<file path="config.mk">
export PLATFORM = sky130hd
export DESIGN_NAME = cfg_space
export DESIGN_NICKNAME = d
export VERILOG_FILES = /design/src/rtl/cfg_space_pkg.sv /design/src/rtl/cfg_reg_attr.sv /design/src/rtl/cfg_write_merge.sv /design/src/rtl/cfg_space.sv
export SDC_FILE = /design/constraint.sdc
export NUM_CORES = 2
export LEC_CHECK = 0
export BUFFER_PORTS_ARGS = -buffer_cell sky130_fd_sc_hd__buf_2
export CORE_ASPECT_RATIO = 0.6
export CORE_MARGIN = 2
export CORE_UTILIZATION = 60
export CTS_CLUSTER_SIZE = 10
export DETAILED_ROUTE_END_ITERATION = 8
export PLACE_DENSITY = 0.74
export SKIP_LAST_GASP = 1
export SYNTH_ARGS = -nofsm -noshare
export SYNTH_HDL_FRONTEND = slang
export SYNTH_SLANG_ARGS = --single-unit
</file>
<file path="constraint.sdc">
create_clock -name clk -period 7.5 [get_ports clk]
set_clock_uncertainty 0.1 [all_clocks]
set_input_delay 0.75 -clock clk [delete_from_list [all_inputs] [get_ports clk]]
set_output_delay 0.75 -clock clk [all_outputs]
set_load 0.02 [all_outputs]
</file>
<file path="src/rtl/cfg_space_pkg.sv">
package cfg_space_pkg;

   // fixed header geometry
   localparam int NBAR           = 6;
   localparam int BAR_BASE       = 4;
   localparam int REG_ID         = 0;
   localparam int REG_CMD        = 1;
   localparam int REG_CLASS      = 2;
   localparam int REG_HDR        = 3;
   localparam int REG_BRIDGE_WIN = 9;
   localparam int REG_SUBSYS     = 11;
   localparam int REG_ROM        = 12;
   localparam int REG_IRQ        = 15;
   localparam int ROM_ALIGN      = 11;

   localparam logic [31:0] MEM_AMASK = 32'hFFFF_FFF0;
   localparam logic [31:0] IO_AMASK  = 32'hFFFF_FFFC;

   // base address slot kinds
   localparam logic [1:0] BK_NONE  = 2'd0;
   localparam logic [1:0] BK_MEM32 = 2'd1;
   localparam logic [1:0] BK_IO    = 2'd2;
   localparam logic [1:0] BK_MEM64 = 2'd3;

   // size-query detection flavour per register
   localparam logic [1:0] Q_NONE  = 2'd0;
   localparam logic [1:0] Q_EXACT = 2'd1;
   localparam logic [1:0] Q_ROMHI = 2'd2;

endpackage

</file>
<file path="src/rtl/cfg_reg_attr.sv">
module cfg_reg_attr
   import cfg_space_pkg::*;
#(
   parameter int                    IDX        = 0,
   parameter logic [15:0]           VENDOR_ID  = 16'h0,
   parameter logic [15:0]           DEVICE_ID  = 16'h0,
   parameter logic [7:0]            CLASS_CODE = 8'h0,
   parameter logic [7:0]            SUBCLASS   = 8'h0,
   parameter logic [7:0]            PROG_IF    = 8'h0,
   parameter logic [15:0]           SUBSYS_VID = 16'h0,
   parameter logic [15:0]           SUBSYS_ID  = 16'h0,
   parameter int                    HDR_TYPE   = 0,
   parameter logic [2*NBAR-1:0]     BAR_KIND   = '0,
   parameter logic [NBAR-1:0]       BAR_PREF   = '0,
   parameter logic [8*NBAR-1:0]     BAR_SZL2   = '0,
   parameter logic [64*NBAR-1:0]    BAR_ADDR   = '0,
   parameter int                    ROM_SZL2   = 0,
   parameter logic [31:0]           ROM_ADDR   = 32'h0,
   parameter bit                    ROM_EN     = 1'b0
) (
   output logic [31:0] rst_val,
   output logic [31:0] wmask,
   output logic [31:0] qmask,
   output logic [1:0]  qkind
);

   localparam bit          IS_BAR = (IDX >= BAR_BASE) && (IDX < BAR_BASE + NBAR);
   localparam int          S      = IS_BAR ? IDX - BAR_BASE : 0;
   localparam int          SP     = (S > 0) ? S - 1 : 0;
   localparam logic [1:0]  KIND   = BAR_KIND[2*S +: 2];
   localparam logic [1:0]  KPREV  = BAR_KIND[2*SP +: 2];
   localparam bit          UPPER  = IS_BAR && (S > 0) && (KPREV == BK_MEM64) && (KIND == BK_NONE);
   localparam logic [63:0] SIZE   = 64'd1 << BAR_SZL2[8*S +: 8];
   localparam logic [63:0] SIZEP  = 64'd1 << BAR_SZL2[8*SP +: 8];
   localparam logic [63:0] ADDR   = BAR_ADDR[64*S +: 64];
   localparam logic [63:0] ADDRP  = BAR_ADDR[64*SP +: 64];
   localparam logic [31:0] AMASK  = (KIND == BK_IO) ? IO_AMASK : MEM_AMASK;
   localparam logic [31:0] TYPEB  = ((KIND == BK_IO)    ? 32'h1 : 32'h0) |
                                    ((KIND == BK_MEM64) ? 32'h4 : 32'h0) |
                                    ((BAR_PREF[S] && KIND != BK_IO) ? 32'h8 : 32'h0);
   localparam logic [31:0] ROM_MASK = ~((32'h1 << ROM_ALIGN) - 32'h1);
   localparam logic [31:0] ROM_SIZE = (ROM_SZL2 == 0) ? 32'h0 : (32'h1 << ROM_SZL2);

   always_comb begin
      rst_val = '0;
      wmask   = '0;
      qmask   = '0;
      qkind   = Q_NONE;
      if (IDX == REG_ID) begin
         rst_val = {DEVICE_ID, VENDOR_ID};
      end else if (IDX == REG_CMD) begin
         wmask = 32'h0000_FFFF;
      end else if (IDX == REG_CLASS) begin
         rst_val = {CLASS_CODE, SUBCLASS, PROG_IF, 8'h00};
      end else if (IDX == REG_HDR) begin
         rst_val = (HDR_TYPE == 1) ? 32'h0001_0000 : 32'h0;
         wmask   = 32'h0000_00FF;
      end else if (IS_BAR && KIND != BK_NONE) begin
         rst_val = (ADDR[31:0] & AMASK) | TYPEB;
         wmask   = AMASK;
         qmask   = SIZE[31:0];
         qkind   = Q_EXACT;
      end else if (UPPER) begin
         rst_val = ADDRP[63:32];
         wmask   = 32'hFFFF_FFFF;
         qmask   = SIZEP[63:32];
         qkind   = Q_EXACT;
      end else if (IDX == REG_BRIDGE_WIN && HDR_TYPE == 1) begin
         wmask = 32'hFFF0_FFF0;
      end else if (IDX == REG_SUBSYS) begin
         rst_val = {SUBSYS_ID, SUBSYS_VID};
      end else if (IDX == REG_ROM && ROM_SZL2 != 0) begin
         rst_val = (ROM_ADDR & ROM_MASK) | {31'h0, ROM_EN};
         wmask   = ROM_MASK;
         qmask   = ROM_SIZE;
         qkind   = Q_ROMHI;
      end else if (IDX == REG_IRQ) begin
         wmask = (HDR_TYPE == 1) ? 32'hFFFF_00FF : 32'h0000_00FF;
      end
   end

endmodule

</file>
<file path="src/rtl/cfg_write_merge.sv">
module cfg_write_merge
   import cfg_space_pkg::*;
(
   input  logic [31:0] cur,
   input  logic [31:0] wdata,
   input  logic [31:0] wmask,
   input  logic [31:0] qmask,
   input  logic [1:0]  qkind,
   input  logic [1:0]  off,
   input  logic [2:0]  len,
   output logic [31:0] nxt,
   output logic        take
);

   logic [3:0]  lanes;
   logic        shape_ok;
   logic [3:0]  span;
   logic [31:0] bytemask;
   logic [31:0] shifted;
   logic        is_query;
   logic [31:0] clr_m;
   logic [31:0] set_m;

   always_comb begin
      span = {2'b00, off} + {1'b0, len};
      unique case (len)
         3'd1:    begin lanes = 4'b0001 << off; shape_ok = 1'b1;        end
         3'd2:    begin lanes = 4'b0011 << off; shape_ok = !off[0];     end
         3'd4:    begin lanes = 4'b1111;        shape_ok = (off == 2'd0); end
         default: begin lanes = 4'b0000;        shape_ok = 1'b0;        end
      endcase
      take = shape_ok && (span <= 4'd4);
      for (int k = 0; k < 4; k++) begin
         bytemask[8*k +: 8] = {8{lanes[k]}};
      end
      shifted = wdata << {off, 3'b000};
      is_query = (len == 3'd4) &&
                 (((qkind == Q_EXACT) && (&wdata)) ||
                  ((qkind == Q_ROMHI) && (&wdata[31:ROM_ALIGN])));
      clr_m = wmask & bytemask;
      set_m = is_query ? qmask : clr_m;
      nxt   = (cur & ~clr_m) | (shifted & set_m);
   end

endmodule

</file>
<file path="src/rtl/cfg_space.sv">
module cfg_space
   import cfg_space_pkg::*;
#(
   parameter int                    NREG       = 64,
   parameter int                    IDX_W      = 8,
   parameter logic [15:0]           VENDOR_ID  = 16'hC0DE,
   parameter logic [15:0]           DEVICE_ID  = 16'h5A17,
   parameter logic [7:0]            CLASS_CODE = 8'h04,
   parameter logic [7:0]            SUBCLASS   = 8'h01,
   parameter logic [7:0]            PROG_IF    = 8'h00,
   parameter logic [15:0]           SUBSYS_VID = 16'h7E11,
   parameter logic [15:0]           SUBSYS_ID  = 16'h0042,
   parameter int                    HDR_TYPE   = 0,
   parameter logic [2*NBAR-1:0]     BAR_KIND   = 12'h039,
   parameter logic [NBAR-1:0]       BAR_PREF   = 6'b000100,
   parameter logic [8*NBAR-1:0]     BAR_SZL2   = 48'h00_00_00_14_05_0C,
   parameter logic [64*NBAR-1:0]    BAR_ADDR   = {64'h0, 64'h0, 64'h0,
                                                   64'h0000_0001_8000_0000,
                                                   64'h0000_0000_0000_C000,
                                                   64'h0000_0000_FEB0_0000},
   parameter int                    ROM_SZL2   = 16,
   parameter logic [31:0]           ROM_ADDR   = 32'hFED0_0000,
   parameter bit                    ROM_EN     = 1'b1
) (
   input  logic             clk,
   input  logic             rst_n,
   input  logic             wr_en,
   input  logic [IDX_W-1:0] wr_idx,
   input  logic [1:0]       wr_off,
   input  logic [2:0]       wr_len,
   input  logic [31:0]      wr_data,
   input  logic [IDX_W-1:0] rd_idx,
   output logic [31:0]      rd_data
);

   localparam int SEL_W = $clog2(NREG);

   // elaboration-time parameter checks
   if (NREG < 16 || (NREG & (NREG - 1)) != 0) begin : g_bad_nreg
      $error("NREG must be a power of two of at least 16");
   end
   if ((1 << IDX_W) <= NREG) begin : g_bad_idxw
      $error("IDX_W must reach past the last register");
   end
   if (HDR_TYPE > 1 || HDR_TYPE < 0) begin : g_bad_hdr
      $error("HDR_TYPE must be 0 or 1");
   end
   if (ROM_SZL2 != 0 && (ROM_SZL2 < ROM_ALIGN || ROM_SZL2 > 31)) begin : g_bad_rom
      $error("ROM size out of range");
   end
   for (genvar s = 0; s < NBAR; s++) begin : g_chk
      localparam logic [1:0] K  = BAR_KIND[2*s +: 2];
      localparam int         SN = (s < NBAR - 1) ? s + 1 : s;
      localparam int         Z  = int'(BAR_SZL2[8*s +: 8]);
      if (K == BK_MEM64 && (s == NBAR - 1 || BAR_KIND[2*SN +: 2] != BK_NONE)) begin : g_pair
         $error("64-bit slot needs a free following slot");
      end
      if ((K == BK_MEM32 && (Z < 4 || Z > 31)) ||
          (K == BK_IO    && (Z < 2 || Z > 31)) ||
          (K == BK_MEM64 && (Z < 4 || Z > 63))) begin : g_size
         $error("slot size out of range");
      end
      if (HDR_TYPE == 1 && s >= NBAR - 2 && K != BK_NONE) begin : g_bridge
         $error("bridge header needs the last slot free");
      end
   end

   logic [NREG-1:0][31:0] regs;
   logic [NREG-1:0][31:0] rst_val;
   logic [NREG-1:0][31:0] wmask;
   logic [NREG-1:0][31:0] qmask;
   logic [NREG-1:0][1:0]  qkind;

   for (genvar i = 0; i < NREG; i++) begin : g_attr
      cfg_reg_attr #(
         .IDX(i), .VENDOR_ID(VENDOR_ID), .DEVICE_ID(DEVICE_ID),
         .CLASS_CODE(CLASS_CODE), .SUBCLASS(SUBCLASS), .PROG_IF(PROG_IF),
         .SUBSYS_VID(SUBSYS_VID), .SUBSYS_ID(SUBSYS_ID), .HDR_TYPE(HDR_TYPE),
         .BAR_KIND(BAR_KIND), .BAR_PREF(BAR_PREF), .BAR_SZL2(BAR_SZL2),
         .BAR_ADDR(BAR_ADDR), .ROM_SZL2(ROM_SZL2), .ROM_ADDR(ROM_ADDR),
         .ROM_EN(ROM_EN)
      ) u_attr (
         .rst_val(rst_val[i]),
         .wmask  (wmask[i]),
         .qmask  (qmask[i]),
         .qkind  (qkind[i])
      );
   end

   logic             wr_in_range;
   logic [SEL_W-1:0] wsel;
   logic [31:0]      merged;
   logic             merge_ok;

   assign wr_in_range = (wr_idx < IDX_W'(NREG));
   assign wsel        = wr_idx[SEL_W-1:0];

   cfg_write_merge u_merge (
      .cur  (regs[wsel]),
      .wdata(wr_data),
      .wmask(wmask[wsel]),
      .qmask(qmask[wsel]),
      .qkind(qkind[wsel]),
      .off  (wr_off),
      .len  (wr_len),
      .nxt  (merged),
      .take (merge_ok)
   );

   always_ff @(posedge clk or negedge rst_n) begin
      if (!rst_n) begin
         regs <= rst_val;
      end else if (wr_en && wr_in_range && merge_ok) begin
         regs[wsel] <= merged;
      end
   end

   always_comb begin
      if (rd_idx < IDX_W'(NREG)) rd_data = regs[rd_idx[SEL_W-1:0]];
      else                       rd_data = 32'hFFFF_FFFF;
   end

endmodule

</file>
# After elaboration in Yosys (flattened, before gate mapping)
# Memory sizes are Yosys's and may differ from the RTL's.
# Cells that the tools add are included.
# totals
regBits,2048
latch_bits,0
ram_bits,0
rom_bits,4224
input_bits,56
out_inout_bits,32
memories,3
# memory_table
name,depth,width,rd,rd_clocked_by_memory_dff,wr,line,text
(no name shown),64,32,1,0,0,cfg_space.sv:102,".qmask(qmask[wsel]),"
(no name shown),64,32,1,0,0,cfg_space.sv:101,".wmask(wmask[wsel]),"
(no name shown),64,2,1,0,0,cfg_space.sv:103,".qkind(qkind[wsel]),"
# op_classes
addsub,1
multipliers,0
div_mod_pow,0
n_lt_le_gt_ge,6
eq_ne,5
shifts,3
muxes,14
bitwise_logic,5
reduce_logical,12
# ops
operator,n
bitwise mux 2048 bit,1
binary-select mux 32 bit (select 6 bit),2
two-way mux 32 bit,7
demux 32 bit (select 6 bit),1
AND 32 bit,3
NOT 32 bit,1
bitwise OR 32 bit,1
AND reduction 32 bit,1
left shift 32 x 5 -> 32 bit,1
AND reduction 21 bit,1
"< comparator 8 x 7 -> 1 bit, second input constant",2
"< comparator 6 x 7 -> 1 bit, second input constant",2
one-hot mux 4 bit (3 select lines),1
logical AND 1 bit,7
">= comparator 6 x 1 -> 1 bit, second input constant",1
adder 2 x 3 -> 4 bit,1
"less-or-equal comparator 4 x 3 -> 1 bit, second input constant",1
"left shift 1 x 2 -> 4 bit, first input constant",1
"left shift 2 x 2 -> 4 bit, first input constant",1
"== test 3 x 1 -> 1 bit, second input constant",1
"== test 3 x 2 -> 1 bit, second input constant",1
"== test 3 bit, second input constant",1
one-hot mux 1 bit (3 select lines),1
"== test 2 x 1 -> 1 bit, second input constant",1
other kinds (5),5

# Longest topological paths before layout
# logic_depth
depth_word,10
depth_mapped,13
mapped_depth_nobuf,10

# Worst setup path after synthesis
# OpenSTA, ideal clock, no wires.
# synth_path
path_kind,input -> output
from,in rd_idx[0]
to,out rd_data[13]
t_arrival_ns,2.886
required_time_ns,6.650
setup_slack_ns,3.764
cell_stages,7
path_buffers,3
cell_sequence,buf_2 buf_2 buf_1 mux4_2 mux4_2 mux2i_1 a22oi_1
# synth_via
elab_chain_len,3
# synth_rtl
item,line,text
from (decl),cfg_space.sv:32,"input logic [IDX_W-1:0] rd_idx,"
binary-select mux 32 bit (select 6 bit),cfg_space.sv:119,if (rd_idx < IDX_W'(NREG)) rd_data = regs[rd_idx[SEL_W-1:0]];
two-way mux 32 bit (not written as such),cfg_space.sv:119,
two-way mux 32 bit (*),cfg_space.sv:119,
to (decl),cfg_space.sv:33,output logic [31:0] rd_data
# Every way passes the cells marked *; elsewhere a longest branch is shown, timed or not. The select of a mux whose other input is x is not followed.

# Worst setup path after layout
# layout_path
from,in rd_idx[0]
to,out rd_data[26]
# Same word-level chain as after synthesis.

==> run summary <==
R2R depth: 7
Clk sink count: 2048
WHS Path Cells: 3
Io pins: 88
Number of port buffers: 87
Cell Rows: 112
Cell count after synthesis: 7431
Hold Path Sink: regs[224]$_DFFE_PN1P_
Final #Nets: 5617
WP data required: 6.65 ns
Dominant synthesized flop cell: dfrtp_1
Gr usage total: 0.352
H-tree levels: 4
Total number of vias: 56700
Post-route ant nets: 0
Drt first pass iters: 8
Fin worst setup slack: 2.40 ns
Final worst-path cycle share: 0.680
Final Slew Violations: 0
Chip Height: 311 um
Static leakage: 43.1 nW
RePlAce Congestion: 0.991
Seq/Total Area, Yosys: 0.545
Max reg flops: 2048
Least-Margin Pin Slew: 1.23 ns
Post-DP HPWL: 172 mm
CTS tree: done
Syn_nets: 7490
DRC viols: 0
Crit Path Max Fanout: 54
Max-slew headroom: 0.179
Pre-CTS setup slack: 2.45 ns
Worst-path clk slew: 0.06 ns
Internal reg-to-reg setup slack: 4.61 ns
CP Class: in -> out
Clk root buf: clkbuf_16
Vias/cell: 7.24
Clock Latency Late Sink: 0.88 ns
Startpoint types: input port
Pin count of the biggest net entering global routing: 178
Clock buffer depth: 4
Syn Std Cell Area: 94200 um^2
Core area: 156000 um^2
Die span in x: 516 um
Fin. Hold Viols: 0
YS warnings: 0
CP Data Arrival Time: 4.25 ns
Synth top area share: 0.529
Placed Instance Area: 89300 um^2
Status: complete, no violations
Ys async rst share: 1.00
Worst Hold Class: in -> reg
Setup TNS: 0 ns
Worst r2r dst: regs[206]$_DFFE_PN0P_
Yosys reg bits: 2048
Synth area leaders: dfrtp_1, mux4_2, clkbuf_1, mux2_2, mux2i_1
Count of different cell masters after synthesis: 102
CTS Buf Count: 230
Maximum capacitance violations: 0
Top flop regs: regs: 2048 flops
Reg-to-Reg Start: regs[398]$_DFFE_PN0P_
Layout cells sized above 1: 0.281
Antenna violations before repair: 21
First-pass GRT wire length: 411 mm
Largest area contributor in the netlist: dfrtp_1
Final instance area: 95900 um^2
Vias in the first global route: 57200
Commonest non-fill, non-tap cell in the layout: dfrtp_1
Routed WL per cell: 35.5 um
Starting Density: 0.605
Commonest cells after routing, fill and taps aside: dfrtp_1, mux4_2, o22ai_1, nor2_1, clkbuf_16
Min-Delay Startpoint: wr_data[0]
Layout area overhead: 1.76%
RSZ-0062 raised after global routing: no
Post-CTS Setup Inserts: 0
DIE AREA: 160000 um^2
Synth Area per Inst: 12.7 um^2
Fin crit period: 5.10 ns
Worst IR drop on VDD: 0.242 mV
Final setup fails: 0
Most flop-heavy register: regs
Pwr/cell area: 239 nW/um^2
Number of flops mapped to enable cells by yosys: 0
Fmax: 196 MHz
Routed WL: 278 mm
GRT overflow: 0
Crit end category: output port
DR iter-0 viols: 8634
-- layer usage --
metal,up-vias,GRT usage,part of all wire
met5,-,0,0.00026
met4,10,0.136,0.043
met3,782,0.182,0.17
met2,4536,0.443,0.40
met1,29100,0.515,0.39
li1,22300,-,-
-- what timing repair did --
item                                   CTS  global route
hold buffers                             1             0
resized for setup                        0             0
endpoints found under the hold margin  108             0
-- cell families after synthesis --
logic type / after synthesis / share of synthesized area
mux: 1185 / 0.228
buf+inv: 2372 / 0.104
xor+xnor: 2 / 0.000186
simple gates: 607 / 0.0311
compound gates: 1214 / 0.0911
fa+ha+maj: 3 / 0.000478
flops: 2048 / 0.545
-- layout make-up --
cell class	instances	area [um^2]
clock buffers	382	6390
flip-flops and latches	2048	51300
clock inverters	3	66.3
well taps	2109	2640
diodes	14	35.0
multi-input cells	3011	33200
inverters	12	51.3
fillers	11000	59800
repair buffers	255	2180
-- how the worst max path moves through the flow --
stage	start	end	slack, ns	cells past startpoint
final	rd_idx[0]	rd_data[26]	2.40	7
after global routing	rd_idx[0]	rd_data[26]	2.25	7
after CTS	rd_idx[0]	rd_data[24]	2.49	8
after detailed placement	wr_idx[2]	regs[137]$_DFFE_PN0P_	2.45	11
after global placement	wr_idx[2]	regs[137]$_DFFE_PN0P_	1.98	10
after floorplan	rd_idx[0]	rd_data[13]	3.76	7
-- per-stage QoR --
step	instances	util	hold WS [ns]	total power [mW]
finish	7834	0.616	0.248	22.9
floorplan	7431	-	0.324	12.2
global placement	7432	0.574	0.260	13.0
CTS	7819	0.615	0.209	22.9
detailed placement	7433	0.574	0.262	13.0
global route	7823	0.616	0.255	23.6
-- worst max-delay path: stages --
cell     delay, ns
buf_8         0.57
buf_12        0.31
mux4_2        0.55
mux4_2        0.48
mux2i_1       0.71
a22oi_1       0.47
buf_2         0.30
-- report_power, final --
| group | internal (mW) | total, mW | leakage, nW | switching (mW) |
|---|---|---|---|---|
| clock | 5.72 | 10.1 | 3.08 | 4.39 |
| sequential | 11.1 | 11.1 | 28.4 | 0.0146 |
| combinational | 0.479 | 1.74 | 11.6 | 1.26 |
| total | 17.3 | 22.9 | 43.1 | 5.67 |
-- cell usage after synthesis, drive strengths merged (8+ instances only) --
| library cell | count |
|---|---|
| a221oi | 56 |
| o221ai | 150 |
| a222oi | 8 |
| o22ai | 260 |
| a22oi | 163 |
| or3 | 10 |
| nor4 | 14 |
| a21oi | 201 |
| a31oi | 64 |
| a2111oi | 9 |
| o21ai | 90 |
| nand3 | 32 |
| nor2b | 20 |
| o211ai | 12 |
| buf | 324 |
| nand4 | 21 |
| o22a | 11 |
| dfstp | 56 |
| inv | 12 |
| a22o | 30 |
| a211oi | 35 |
| clkbuf | 2036 |
| mux2i | 218 |
| dfrtp | 1992 |
| nor2 | 247 |
| mux4 | 746 |
| nand2b | 15 |
| and3 | 9 |
| mux2 | 221 |
| nor3 | 31 |
| a221o | 15 |
| o31ai | 41 |
| nand2 | 155 |
Note: power is estimated with default switching activity, not from simulation.
